File: config.mk
export PLATFORM = sky130hd
export DESIGN_NAME = rice_spec_marker
export DESIGN_NICKNAME = d
export VERILOG_FILES = /design/src/rtl/rice_mark_pkg.sv /design/src/rtl/rice_mark_cell.sv /design/src/rtl/rice_mark_lane.sv /design/src/rtl/rice_mark_pipe.sv /design/src/rtl/rice_spec_marker.sv
export SDC_FILE = /design/constraint.sdc
export NUM_CORES = 1
export LEC_CHECK = 0
export BUFFER_PORTS_ARGS = -buffer_cell sky130_fd_sc_hd__buf_4
export CORE_MARGIN = 3
export CORE_UTILIZATION = 35
export DETAILED_ROUTE_END_ITERATION = 16
export PLACE_DENSITY_LB_ADDON = 0.25
export RECOVER_POWER = 25
export SYNTH_ARGS = -nofsm -noshare
export SYNTH_HDL_FRONTEND = slang
export SYNTH_SLANG_ARGS = --single-unit
File: constraint.sdc
create_clock -name clk -period 5 [get_ports clk]
set_input_delay 1 -clock clk [delete_from_list [all_inputs] [get_ports clk]]
set_output_delay 1 -clock clk [all_outputs]
set_load 0.005 [all_outputs]
File: src/rtl/rice_mark_pkg.sv
// Shared helpers for the speculative Rice marker.
// Assumes K < N so that every carried-in remainder ends inside the chunk.
package rice_mark_pkg;

    // Upper bound on the number of code words that can begin in n bits
    // when each code word is at least k+1 bits long.
    function automatic int unsigned cells_for(input int unsigned n, input int unsigned k);
        return (n + k) / (k + 1);
    endfunction

endpackage

File: src/rtl/rice_mark_cell.sv
// One marking cell. It finds the first 0 bit that no earlier cell has
// covered (the close of the next unary run), flags the K bits after it as
// remainder and the K-th as delimiter (the 0 itself when K is 0), and
// extends the covered mask past that code word. When no uncovered 0 is
// left, the cell marks the whole chunk as covered and adds no flags.
// Assumes that cov_i is contiguous from bit 0.
module rice_mark_cell #(
    parameter int N = 16,
    parameter int K = 2
) (
    input  logic [N-1:0] data_i,
    input  logic [N-1:0] cov_i,
    input  logic [N-1:0] rem_i,
    input  logic [N-1:0] dlm_i,
    output logic [N-1:0] cov_o,
    output logic [N-1:0] rem_o,
    output logic [N-1:0] dlm_o
);

    logic [N-1:0] cand;
    logic [N-1:0] first0;
    logic [N-1:0] rem_new;
    logic [N-1:0] dlm_new;

    // Locate the closing 0 of the next unmarked unary run.
    always_comb begin
        cand   = ~data_i & ~cov_i;
        first0 = cand & (~cand + {{(N-1){1'b0}}, 1'b1});
    end

    // Spread remainder flags over the K bits after the closing 0; bits past N-1 drop off.
    always_comb begin
        rem_new = '0;
        for (int t = 1; t <= K; t++) begin
            rem_new = rem_new | (first0 << t);
        end
        dlm_new = first0 << K;
    end

    // Merge the new flags and advance the covered region.
    always_comb begin
        rem_o = rem_i | rem_new;
        dlm_o = dlm_i | dlm_new;
        if (cand == '0) begin
            cov_o = '1;
        end else begin
            cov_o = cov_i | (first0 - {{(N-1){1'b0}}, 1'b1}) | first0 | rem_new;
        end
    end

endmodule

File: src/rtl/rice_mark_lane.sv
// One speculative lane. It seeds the flag masks with the lane's carry-in
// assumption (J remainder bits carried in; J = 0 means a unary run
// continues) and runs a chain of marking cells long enough for the most
// code words that can start in the chunk.
module rice_mark_lane #(
    parameter int N = 16,
    parameter int K = 2,
    parameter int J = 0
) (
    input  logic [N-1:0] data_i,
    output logic [N-1:0] rem_o,
    output logic [N-1:0] dlm_o
);

    localparam int CELLS = int'(rice_mark_pkg::cells_for(N, K));

    logic [N-1:0] cov_c [CELLS+1];
    logic [N-1:0] rem_c [CELLS+1];
    logic [N-1:0] dlm_c [CELLS+1];

    // Seed masks from the carry-in assumption of this lane.
    always_comb begin
        for (int b = 0; b < N; b++) begin
            cov_c[0][b] = (b < J);
            rem_c[0][b] = (b < J);
            dlm_c[0][b] = (J > 0) && (b == J - 1);
        end
    end

    genvar c;
    generate
        for (c = 0; c < CELLS; c++) begin : g_cell
            rice_mark_cell #(.N(N), .K(K)) u_cell (
                .data_i (data_i),
                .cov_i  (cov_c[c]),
                .rem_i  (rem_c[c]),
                .dlm_i  (dlm_c[c]),
                .cov_o  (cov_c[c+1]),
                .rem_o  (rem_c[c+1]),
                .dlm_o  (dlm_c[c+1])
            );
        end
    endgenerate

    // The final covered mask is not needed outside the chain.
    assign rem_o = rem_c[CELLS];
    assign dlm_o = dlm_c[CELLS];

endmodule

File: src/rtl/rice_mark_pipe.sv
// Output delay line: LAT register stages with a valid bit. LAT = 0 makes
// it a straight wire. The payload is cleared by reset along with valid.
module rice_mark_pipe #(
    parameter int W   = 8,
    parameter int LAT = 1
) (
    input  logic         clk,
    input  logic         rst_n,
    input  logic         v_i,
    input  logic [W-1:0] d_i,
    output logic         v_o,
    output logic [W-1:0] d_o
);

    generate
        if (LAT == 0) begin : g_wire
            assign v_o = v_i;
            assign d_o = d_i;
        end else begin : g_regs
            logic [LAT-1:0] vs;
            logic [W-1:0]   st [LAT];

            // Shift valid and payload one stage per clock.
            always_ff @(posedge clk) begin
                if (!rst_n) begin
                    vs <= '0;
                    for (int s = 0; s < LAT; s++) st[s] <= '0;
                end else begin
                    vs[0] <= v_i;
                    st[0] <= d_i;
                    for (int s = 1; s < LAT; s++) begin
                        vs[s] <= vs[s-1];
                        st[s] <= st[s-1];
                    end
                end
            end

            assign v_o = vs[LAT-1];
            assign d_o = st[LAT-1];
        end
    endgenerate

endmodule

File: src/rtl/rice_spec_marker.sv
// Top level: evaluates all K+1 carry-in assumptions for one chunk in
// parallel and delivers chunk data plus per-lane remainder and delimiter
// masks after LAT register stages. Lane j sits at bits [j*N +: N].
// Assumes 0 <= K < N. Choosing the correct lane is left to the consumer.
module rice_spec_marker #(
    parameter int N   = 16,
    parameter int K   = 2,
    parameter int LAT = 1
) (
    input  logic                 clk,
    input  logic                 rst_n,
    input  logic                 in_valid,
    input  logic [N-1:0]         in_data,
    output logic                 out_valid,
    output logic [N-1:0]         out_data,
    output logic [(K+1)*N-1:0]   out_rem,
    output logic [(K+1)*N-1:0]   out_delim
);

    localparam int LANES = K + 1;
    localparam int PW    = N + 2 * LANES * N;

    logic [LANES*N-1:0] rem_all;
    logic [LANES*N-1:0] dlm_all;
    logic [PW-1:0]      pipe_out;

    genvar j;
    generate
        for (j = 0; j < LANES; j++) begin : g_lane
            rice_mark_lane #(.N(N), .K(K), .J(j)) u_lane (
                .data_i (in_data),
                .rem_o  (rem_all[j*N +: N]),
                .dlm_o  (dlm_all[j*N +: N])
            );
        end
    endgenerate

    rice_mark_pipe #(.W(PW), .LAT(LAT)) u_pipe (
        .clk   (clk),
        .rst_n (rst_n),
        .v_i   (in_valid),
        .d_i   ({dlm_all, rem_all, in_data}),
        .v_o   (out_valid),
        .d_o   (pipe_out)
    );

    // Split the delayed payload back into ports.
    assign out_data  = pipe_out[N-1:0];
    assign out_rem   = pipe_out[N +: LANES*N];
    assign out_delim = pipe_out[N + LANES*N +: LANES*N];

endmodule

==> results of run 1 <==
logic make-up after synthesis:
logic type | Yosys count | synth area share [%]
buffers and inverters | 75 | 8.84
and+or+nand+nor | 226 | 25.5
AOI/OAI and AO/OA | 170 | 24.5
other | 1 | 0.0788
muxes | 3 | 0.657
DFF | 96 | 40.4
cell type report:
cell class                      instances  area, um^2
Fill cell                            1297        7090
Multi-Input combinational cell        409        2450
Tap cell                              172         215
Inverter                               13        48.8
Timing Repair Buffer                  122         908
Sequential cell                        96        1920
Clock buffer                            9         225
Clock inverter                          7         120
power groups by stage:
stage	Combinational [mW]	Sequential (mW)	Clock, mW
after floorplan	0.210	0.857	0
after global placement	0.356	0.852	0
after detailed placement	0.356	0.854	0
after CTS	0.357	0.836	0.788
after global routing	0.392	0.840	0.813
final	0.357	0.835	0.769
cells in the final DEF, fill, tap and decap left out, types with 4 or more instances in the layout:
| master | count |
|---|---|
| a211oi_1 | 4 |
| a21o_1 | 9 |
| a21oi_1 | 40 |
| a22oi_1 | 4 |
| a31o_2 | 6 |
| a31oi_1 | 11 |
| and2_0 | 7 |
| and2_1 | 17 |
| and3_1 | 7 |
| buf_4 | 112 |
| clkbuf_16 | 9 |
| clkbuf_4 | 8 |
| clkinvlp_4 | 4 |
| conb_1 | 10 |
| dfxtp_1 | 96 |
| inv_1 | 13 |
| nand2_1 | 42 |
| nand2b_1 | 16 |
| nand3_1 | 14 |
| nand4_1 | 6 |
| nor2_1 | 54 |
| nor2b_1 | 6 |
| nor3_1 | 16 |
| nor4_1 | 5 |
| o211ai_1 | 6 |
| o21a_1 | 11 |
| o21ai_0 | 31 |
| o21bai_1 | 6 |
| o31a_1 | 6 |
| or2_2 | 10 |
| or3_1 | 7 |
state kept, by name, summed over array words and instances (netlist names):
| register | count |
|---|---|
| u_pipe.v_o | 1 |
| u_pipe.g_regs.st | 95 |
metal layers:
layer	share of wire (%)	up-vias	track usage, %
met5	0	-	0
met4	2.2	0	7.35
met3	8.4	29	4.01
met2	46	248	32.2
met1	43	2180	26.7
li1	-	2169	-
critical path, cell delays in order:
cell and delay, ns:
clkbuf_1 1.06, inv_1 0.13, clkbuf_1 0.65, a311oi_1 0.47, o21ai_0 0.20, inv_1 0.11, or2_2 0.10
metrics by stage:
| stage | hold slack [ns] | setup WS (ns) | utilization (%) | cells |
|---|---|---|---|---|
| after floorplan | 1.03 | 1.95 | - | 580 |
| after global placement | 1.21 | 1.40 | 42.8 | 812 |
| after detailed placement | 1.21 | 1.33 | 42.8 | 812 |
| after CTS | 0.854 | 1.69 | 45.4 | 828 |
| after global routing | 0.857 | 1.13 | 45.4 | 828 |
| final | 0.864 | 1.56 | 45.4 | 828 |
worst paths after layout:
kind | endpoint | depth (start not counted) | slack [ns] | startpoint
min | u_pipe.v_o | 2 | 0.86 | in_valid
max | u_pipe.g_regs.st[0][40] | 7 | 1.56 | rst_n
==> out/metrics.yaml, run 1 <==
synth:
  synth_top_area_share_pct: 40.4
  ys.flop_type: "dfxtp_1"
  synth_top_area_cell: "dfxtp_1"
  async_reset_ff_share_pct: 0
  synth_area_leaders: "dfxtp_1 (40%), nor2_1 (4.3%), a21oi_1 (4.2%), buf_4 (3.5%), nand2_1 (3.3%)"
  ys.warnings.count: 0
  ys_top_cells_by_count: "dfxtp_1 (96), nor2_1 (54), nand2_1 (42)"
  synth-edff-count: 0
  ys_seq_elements: 96
  syn_avg_cell_area_um2: 8.33
  synth_cell_types: 73
  yosysMostFrequentCell: "dfxtp_1"
  synthesis.area_um2: 4760
  netlist_instances: 571
  seq_area_frac_synth_pct: 40.4
grt:
  antenna_found_initial: 0
  grt_overflow: 0
  grt_max_degree: 48
  grt_pass1_vias: 4228
  grt.total_usage_pct: 20.0
  grt_pass1_wl_mm: 23.1
clock_network:
  cts_root_buffer: "clkbuf_16"
  cts_tree: "built"
  cts_hold_buf: 0
  post_cts_buffers: 0
  cts_made_buffers: 9
  htreeDepth: 3
  clock_path_buffers: 2
  cts.clk_slew.worst_paths_ns: 0.06
  cts_resized: 0
  clock-sinks: 96
flow_run:
  drv_cap: 2
routing:
  detail-route-antenna-nets: 0
  route.vias.total: 4626
  viasPerCell: 5.59
  dr.first_iter.drc_count: 462
  wl_per_cell_um: 18.4
  drt_pass1_iterations: 5
  wirelength_mm: 15.3
  drc: 0
power_and_ir_drop:
  p_switching_mw: 0.498
  power_density_nw_per_um2: 333
  power_frac_clock_pct: 39.2
  pwr-share-comb_pct: 18.2
  total_power_mw: 1.96
  p_int_mw: 1.46
  p_seq_share_pct: 42.6
  swShare_pct: 25.4
  p_leak_nw: 2.52
  ir_drop_v: 0.000156
placement:
  gp_congestion: 0.926
  dpl-instance-area_um2: 5550
  io_buffers: 121
  place_hpwl_mm: 11.1
sta:
  min_period_over_period_pct: 68.9
  worst_slew_pin_slew_ns: 1.53
  max_freq_mhz: 290
  final.setup.tns_ns: 0
  finalMaxSlewViolations: 34
  period_minus_slack_ns: 3.44
  grt_setup_unrepaired: "false"
  slew_headroom_pct: -1.94
  setup_viol: 0
  hold_viol: 0
critical_path:
  critPathCaptureType: "flip-flop"
  start_kind: "primary input"
  critPathKind: "in2reg"
  cp_max_fo: 35
  worstPathArrival_ns: 3.74
  crit_required_ns: 5.30
finish:
  num-nets-final: 670
  postLayoutCellArea_um2: 5890
  area_growth_pct: 23.8
  diodes: 0
  drive_gt1_share_pct: 25.6
outcome:
  status: "complete, but fails checks"
  violations: "capacitance limit, slew limit"
die:
  fp.dieH_um: 123
  core_area_um2: 13000
  start_util_pct: 36.7
  io_pins: 132
  die_w_um: 123
  die_area_um2: 15000
  rows: 41
worst_hold_path:
  hp-class: "in2reg"
No activity file was read; power rests on OpenSTA's default activity.
==> inputs of run 2 (changes only) <==
--- a/config.mk
+++ b/config.mk
@@ -5,6 +5,7 @@
 export SDC_FILE = /design/constraint.sdc
 export NUM_CORES = 1
 export LEC_CHECK = 0
+export ABC_AREA = 1
 export BUFFER_PORTS_ARGS = -buffer_cell sky130_fd_sc_hd__buf_4
 export CORE_MARGIN = 3
 export CORE_UTILIZATION = 35
==> constraint.sdc (replaced) <==
create_clock -name clk -period 3.56 [get_ports clk]
set_input_delay 0.712 -clock clk [delete_from_list [all_inputs] [get_ports clk]]
set_output_delay 0.712 -clock clk [all_outputs]
set_load 0.005 [all_outputs]
==> run 2 against run 1 <==
  * The run now ends clean
  * Setup slack got worse by 0.69 ns
  * Cell count increased by 22%
  * Synthesized area increased by 3.4%
  * Routed wire length decreased by 4.2%
  * Worst hold slack got worse by 0.32 ns
  * Sequential cell count unchanged
  * Global-route usage decreased by 1.1 points
  * Sequential power increased by 40%
  * Critical path depth increased by 6
  * Core utilization decreased by 0.11 points
  * Largest cell class unchanged
  * Via count increased by 2.5%
  * Combinational power increased by 34%
==> out/metrics.yaml, run 2 <==
outcome:
  status: "finished clean"
grt:
  grt_overflow: 0
  grt_pass1_wl_mm: 24.0
  grt_pass1_vias: 4639
  grt.total_usage_pct: 19.0
  antenna_found_initial: 0
  grt_max_degree: 43
finish:
  largest_reg_flops: 95
  final_cells: 1007
  fillers: 1417
  multi_input_area_um2: 2340
  area_growth_pct: 24.3
  final_common_cell: "nand2_1"
  mostFrequentLayoutCells: "nand2_1 (173), nor2_1 (114), inv_1 (106)"
  drive_gt1_share_pct: 24.3
  diodes: 0
  top_register: "u_pipe.g_regs.st"
  num-nets-final: 845
  register_area_um2: 1920
synth:
  ys_top_cells_by_count: "nand2_1 (171), nor2_1 (114), inv_1 (106)"
  synthesis.area_um2: 4920
  ys.warnings.count: 0
  seq_area_frac_synth_pct: 39.1
  synth_top_area_share_pct: 39.1
  synth_top_area_cell: "dfxtp_1"
  yosysMostFrequentCell: "nand2_1"
  ys_seq_elements: 96
  synth-edff-count: 0
  synth_cell_types: 44
  syn_avg_cell_area_um2: 6.82
  ys.flop_type: "dfxtp_1"
  async_reset_ff_share_pct: 0
  synth_area_leaders: "dfxtp_1 (39%), nand2_1 (13%), nor2_1 (8.7%), inv_1 (8.1%), nand3_1 (3.2%)"
  netlist_instances: 721
clock_network:
  cts_resized: 0
  cts_root_buffer: "clkbuf_16"
  cts.clk_slew.worst_paths_ns: 0.06
  cts_tree: "built"
  cts_made_buffers: 9
  cts_hold_buf: 0
  post_cts_buffers: 0
  clock_path_buffers: 2
  clock-sinks: 96
  htreeDepth: 3
critical_path:
  crit_cells: 13
  cp_max_fo: 13
  critPathMaxStageDelay_ns: 0.37
  crit_family: "simple AND/OR/NAND/NOR gates"
  cp_common_cell: "nand2_1"
  crit_buf_inv: 1
  critPathKind: "in2reg"
  crit_path_cell_trace: "clkbuf_1, nand2_1, nor2_4, nand2_1, nand2_1, nand3_2, nand2_1, nand3_2, nor2_1, nand2_1, nand4_1, nand2_1, nand2_1"
  start_kind: "primary input"
  critPathCaptureType: "flip-flop"
  crit_required_ns: 3.85
  worstPathArrival_ns: 2.99
  slowest_stage: "clkbuf_1"
routing:
  detail-route-antenna-nets: 0
  drc: 0
  dr.first_iter.drc_count: 303
  wirelength_mm: 14.6
  wl_per_cell_um: 14.5
  drt_pass1_iterations: 5
  viasPerCell: 4.71
  route.vias.total: 4743
sta:
  grt_setup_unrepaired: "false"
  hold_ws_ns: 0.540
  min_period_over_period_pct: 75.8
  finalMaxSlewViolations: 0
  setup_slack_ns: 0.863
  slew_headroom_pct: 63.5
  period_minus_slack_ns: 2.70
  worst_slew_pin_slew_ns: 0.547
  final.setup.tns_ns: 0
  max_freq_mhz: 371
  hold_viol: 0
  setup_viol: 0
die:
  rows: 42
  core_area_um2: 13500
  fp.dieH_um: 125
  die_area_um2: 15500
  start_util_pct: 36.4
  io_pins: 132
  die_w_um: 125
power_and_ir_drop:
  p_int_mw: 1.82
  ir_drop_v: 0.000207
  p_leak_nw: 3.33
  p_switching_mw: 0.727
  pwr-share-comb_pct: 18.8
  swShare_pct: 28.5
  power_density_nw_per_um2: 417
  power_frac_clock_pct: 35.3
  p_seq_share_pct: 46.0
placement:
  io_buffers: 121
  placed_cells: 991
  gp_congestion: 0.903
  place_hpwl_mm: 11.3
  place_ws_ns: 0.846
flow_run:
  drv_cap: 0
worst_hold_path:
  hp-class: "in2reg"
  holdPathStages: 3
## run 2: cell count changes after synthesis, sizes merged, moves of 23 or more
cell / previous run / this run
and2: 25 / 1
nor2: 54 / 136
inv: 13 / 114
nand3: 14 / 37
nand2: 42 / 196
## run 2: cell type report
class	instances	area share (%)
Inverter	116	7.12
Clock buffer	11	3.81
Clock inverter	5	0.675
Timing Repair Buffer	122	15.1
Multi-Input combinational cell	481	38.2
Sequential cell	96	31.4
Tap cell	176	3.60
## run 2: per-layer routing
metal / track usage [%] / routed length [um] / vias to the layer above
li1: - / - / 2423
met1: 25.7 / 6840 / 2142
met2: 30.0 / 6650 / 165
met3: 4.63 / 921 / 13
met4: 5.48 / 211 / 0
met5: 0 / 0 / -
## run 2: power groups by stage
stage                     Sequential [mW]  Combinational [mW]  Clock [mW]
final                                1.17               0.478       0.899
after CTS                            1.17               0.487       0.931
after floorplan                      1.21               0.274           0
after global routing                 1.18               0.537       0.975
after detailed placement             1.20               0.485           0
after global placement               1.20               0.487           0
## run 2: path summary, 6_finish.rpt
path,start,to,slack (ns)
max,in_data[4],u_pipe.g_regs.st[0][46],0.86
min,in_valid,u_pipe.v_o,0.54
## run 2: cells by family (layout without fill, tap and decap cells)
logic type | Yosys count | after routing | synth area share, %
flops | 96 | 96 | 39.1
buf+inv | 153 | 254 | 13.8
other cells | 1 | 10 | 0.0762
simple gates | 394 | 394 | 37.1
compound gates | 77 | 77 | 9.94
## run 2: through the flow
step                      instance area [um^2]  total power, mW  utilization [%]
after floorplan                           4950             1.48                -
after detailed placement                  5860             1.68             43.4
after CTS                                 6130             2.59             45.4
after global routing                      6110             2.69             45.3
after global placement                    5860             1.68             43.4
final                                     6110             2.55             45.3
==> inputs of run 3 (changes only) <==
==> constraint.sdc (replaced) <==
create_clock -name clk -period 2.6 [get_ports clk]
set_input_delay 0.52 -clock clk [delete_from_list [all_inputs] [get_ports clk]]
set_output_delay 0.52 -clock clk [all_outputs]
set_load 0.005 [all_outputs]
==> run 3 against run 2 <==
  * Core utilization rose by 0.42 points
  * Setup slack got worse by 0.43 ns
  * Sequential power rose by 38%
  * First-iteration DRC count fell by 3.0%
  * Non-clock buffer count rose by 4
  * Die area did not move
  * Routed wire length fell by 1.0%
  * Largest power group unchanged
==> out/metrics.yaml, run 3 (synthesized netlist as in run 2, its figures left out) <==
routing:
  wirelength_mm: 14.5
  route.vias.total: 4752
  detail-route-antenna-nets: 0
  wl_per_cell_um: 14.3
  dr.first_iter.drc_count: 294
  drt_pass1_iterations: 5
  viasPerCell: 4.70
  drc: 0
critical_path:
  crit_end: "u_pipe.g_regs.st[0][46]"
  crit_path_start: "in_data[3]"
  critPathCaptureType: "flip-flop"
  cp_max_fo: 13
  crit_required_ns: 2.90
  start_kind: "primary input"
  worstPathArrival_ns: 2.46
  critPathKind: "in2reg"
grt:
  grt_overflow: 0
  grt.total_usage_pct: 19.0
  grt_max_degree: 43
  antenna_found_initial: 0
  grt_pass1_vias: 4642
  grt_pass1_wl_mm: 23.9
sta:
  max_freq_mhz: 461
  grt_setup_unrepaired: "false"
  min_period_over_period_pct: 83.4
  setup_viol: 0
  finalMaxSlewViolations: 0
  hold_ws_ns: 0.344
  worst_slew_pin_slew_ns: 1.00
  final.setup.tns_ns: 0
  period_minus_slack_ns: 2.17
  hold_viol: 0
  slew_headroom_pct: 33.1
power_and_ir_drop:
  ir_drop_v: 0.000367
  p_leak_nw: 3.38
  power_density_nw_per_um2: 577
  total_power_mw: 3.56
outcome:
  status: "finished clean"
finish:
  mostFrequentLayoutCells: "nand2_1 (171), buf_4 (115), nor2_1 (114)"
  drive_gt1_share_pct: 25.3
  largest_reg_flops: 95
  final_common_cell: "nand2_1"
  num-nets-final: 849
  utilization_pct: 45.7
  top_register: "u_pipe.g_regs.st"
  final_cells: 1011
  area_growth_pct: 25.4
  fillers: 1441
  diodes: 0
clock_network:
  cts_resized: 0
  cts_root_buffer: "clkbuf_16"
  clock_path_buffers: 2
  cts_hold_buf: 0
  htreeDepth: 3
  cts_tree: "built"
  cts_made_buffers: 9
  cts.clk_slew.worst_paths_ns: 0.06
  clock-sinks: 96
  post_cts_buffers: 0
flow_run:
  drv_cap: 0
die:
  start_util_pct: 36.4
  io_pins: 132
  die_area_um2: 15500
  core_area_um2: 13500
  die_w_um: 125
  rows: 42
  fp.dieH_um: 125
placement:
  place_hpwl_mm: 11.2
  placed_cells: 995
  gp_congestion: 0.906
  io_buffers: 121
worst_hold_path:
  holdPathStages: 3
  hp-class: "in2reg"
## run 3: changes by cell type in the layout (fill, tap and decap cells not counted), sizes merged
| cell | delta |
|---|---|
| buf | +16 |
| clkbuf | -13 |
| inv | +2 |
| clkinv | -1 |
## run 3: final cells by class
class,instances,area (um^2),share of cell area [%]
Multi-Input combinational cell,481,2350,38.1
Sequential cell,96,1920,31.1
Timing Repair Buffer,126,941,15.3
Inverter,116,435,7.06
Clock buffer,10,239,3.87
Tap cell,176,220,3.57
Clock inverter,6,60.1,0.973
## run 3: worst min-delay path by stage
stage	start	endpoint	slack (ns)
after floorplan	rst_n	u_pipe.g_regs.st[0][80]	0.55
after global placement	in_valid	u_pipe.v_o	0.70
after detailed placement	in_valid	u_pipe.v_o	0.71
after CTS	in_valid	u_pipe.v_o	0.33
after global routing	in_valid	u_pipe.v_o	0.34
final	in_valid	u_pipe.v_o	0.34
## run 3: power by group
| part | leakage (nW) | internal, mW | switching [mW] |
|---|---|---|---|
| clock | 0.140 | 0.695 | 0.601 |
| combinational | 2.44 | 0.269 | 0.391 |
| sequential | 0.796 | 1.58 | 0.0293 |
| total | 3.38 | 2.54 | 1.02 |
## run 3: worst max-delay path: stages
cell	delay [ns]
buf_4	0.17
nand2_1	0.23
nor2_4	0.34
nand2_1	0.14
nand2_1	0.16
nand3_2	0.15
nand2_1	0.12
nand3_2	0.10
nor2_1	0.14
nand2_1	0.07
nand4_1	0.10
nand2_1	0.09
nand2_1	0.11
## run 3: layer usage
metal  wire length, um  vias up  part of all wire, %  GRT usage (%)
met5                 0        -                    0              0
met4               248        0                  1.7           6.06
met3               882       20                  6.1           5.06
met2              6590      168                   46           29.8
met1              6740     2127                   47           25.5
li1                  -     2437                    -              -
## run 3: per-stage QoR
step	setup slack (ns)	instance area (um^2)
2_1_floorplan	0.682	4950
3_3_place_gp	0.0337	5880
3_5_place_dp	0.0600	5880
4_1_cts	0.443	6170
5_1_grt	0.177	6170
6_report	0.430	6170
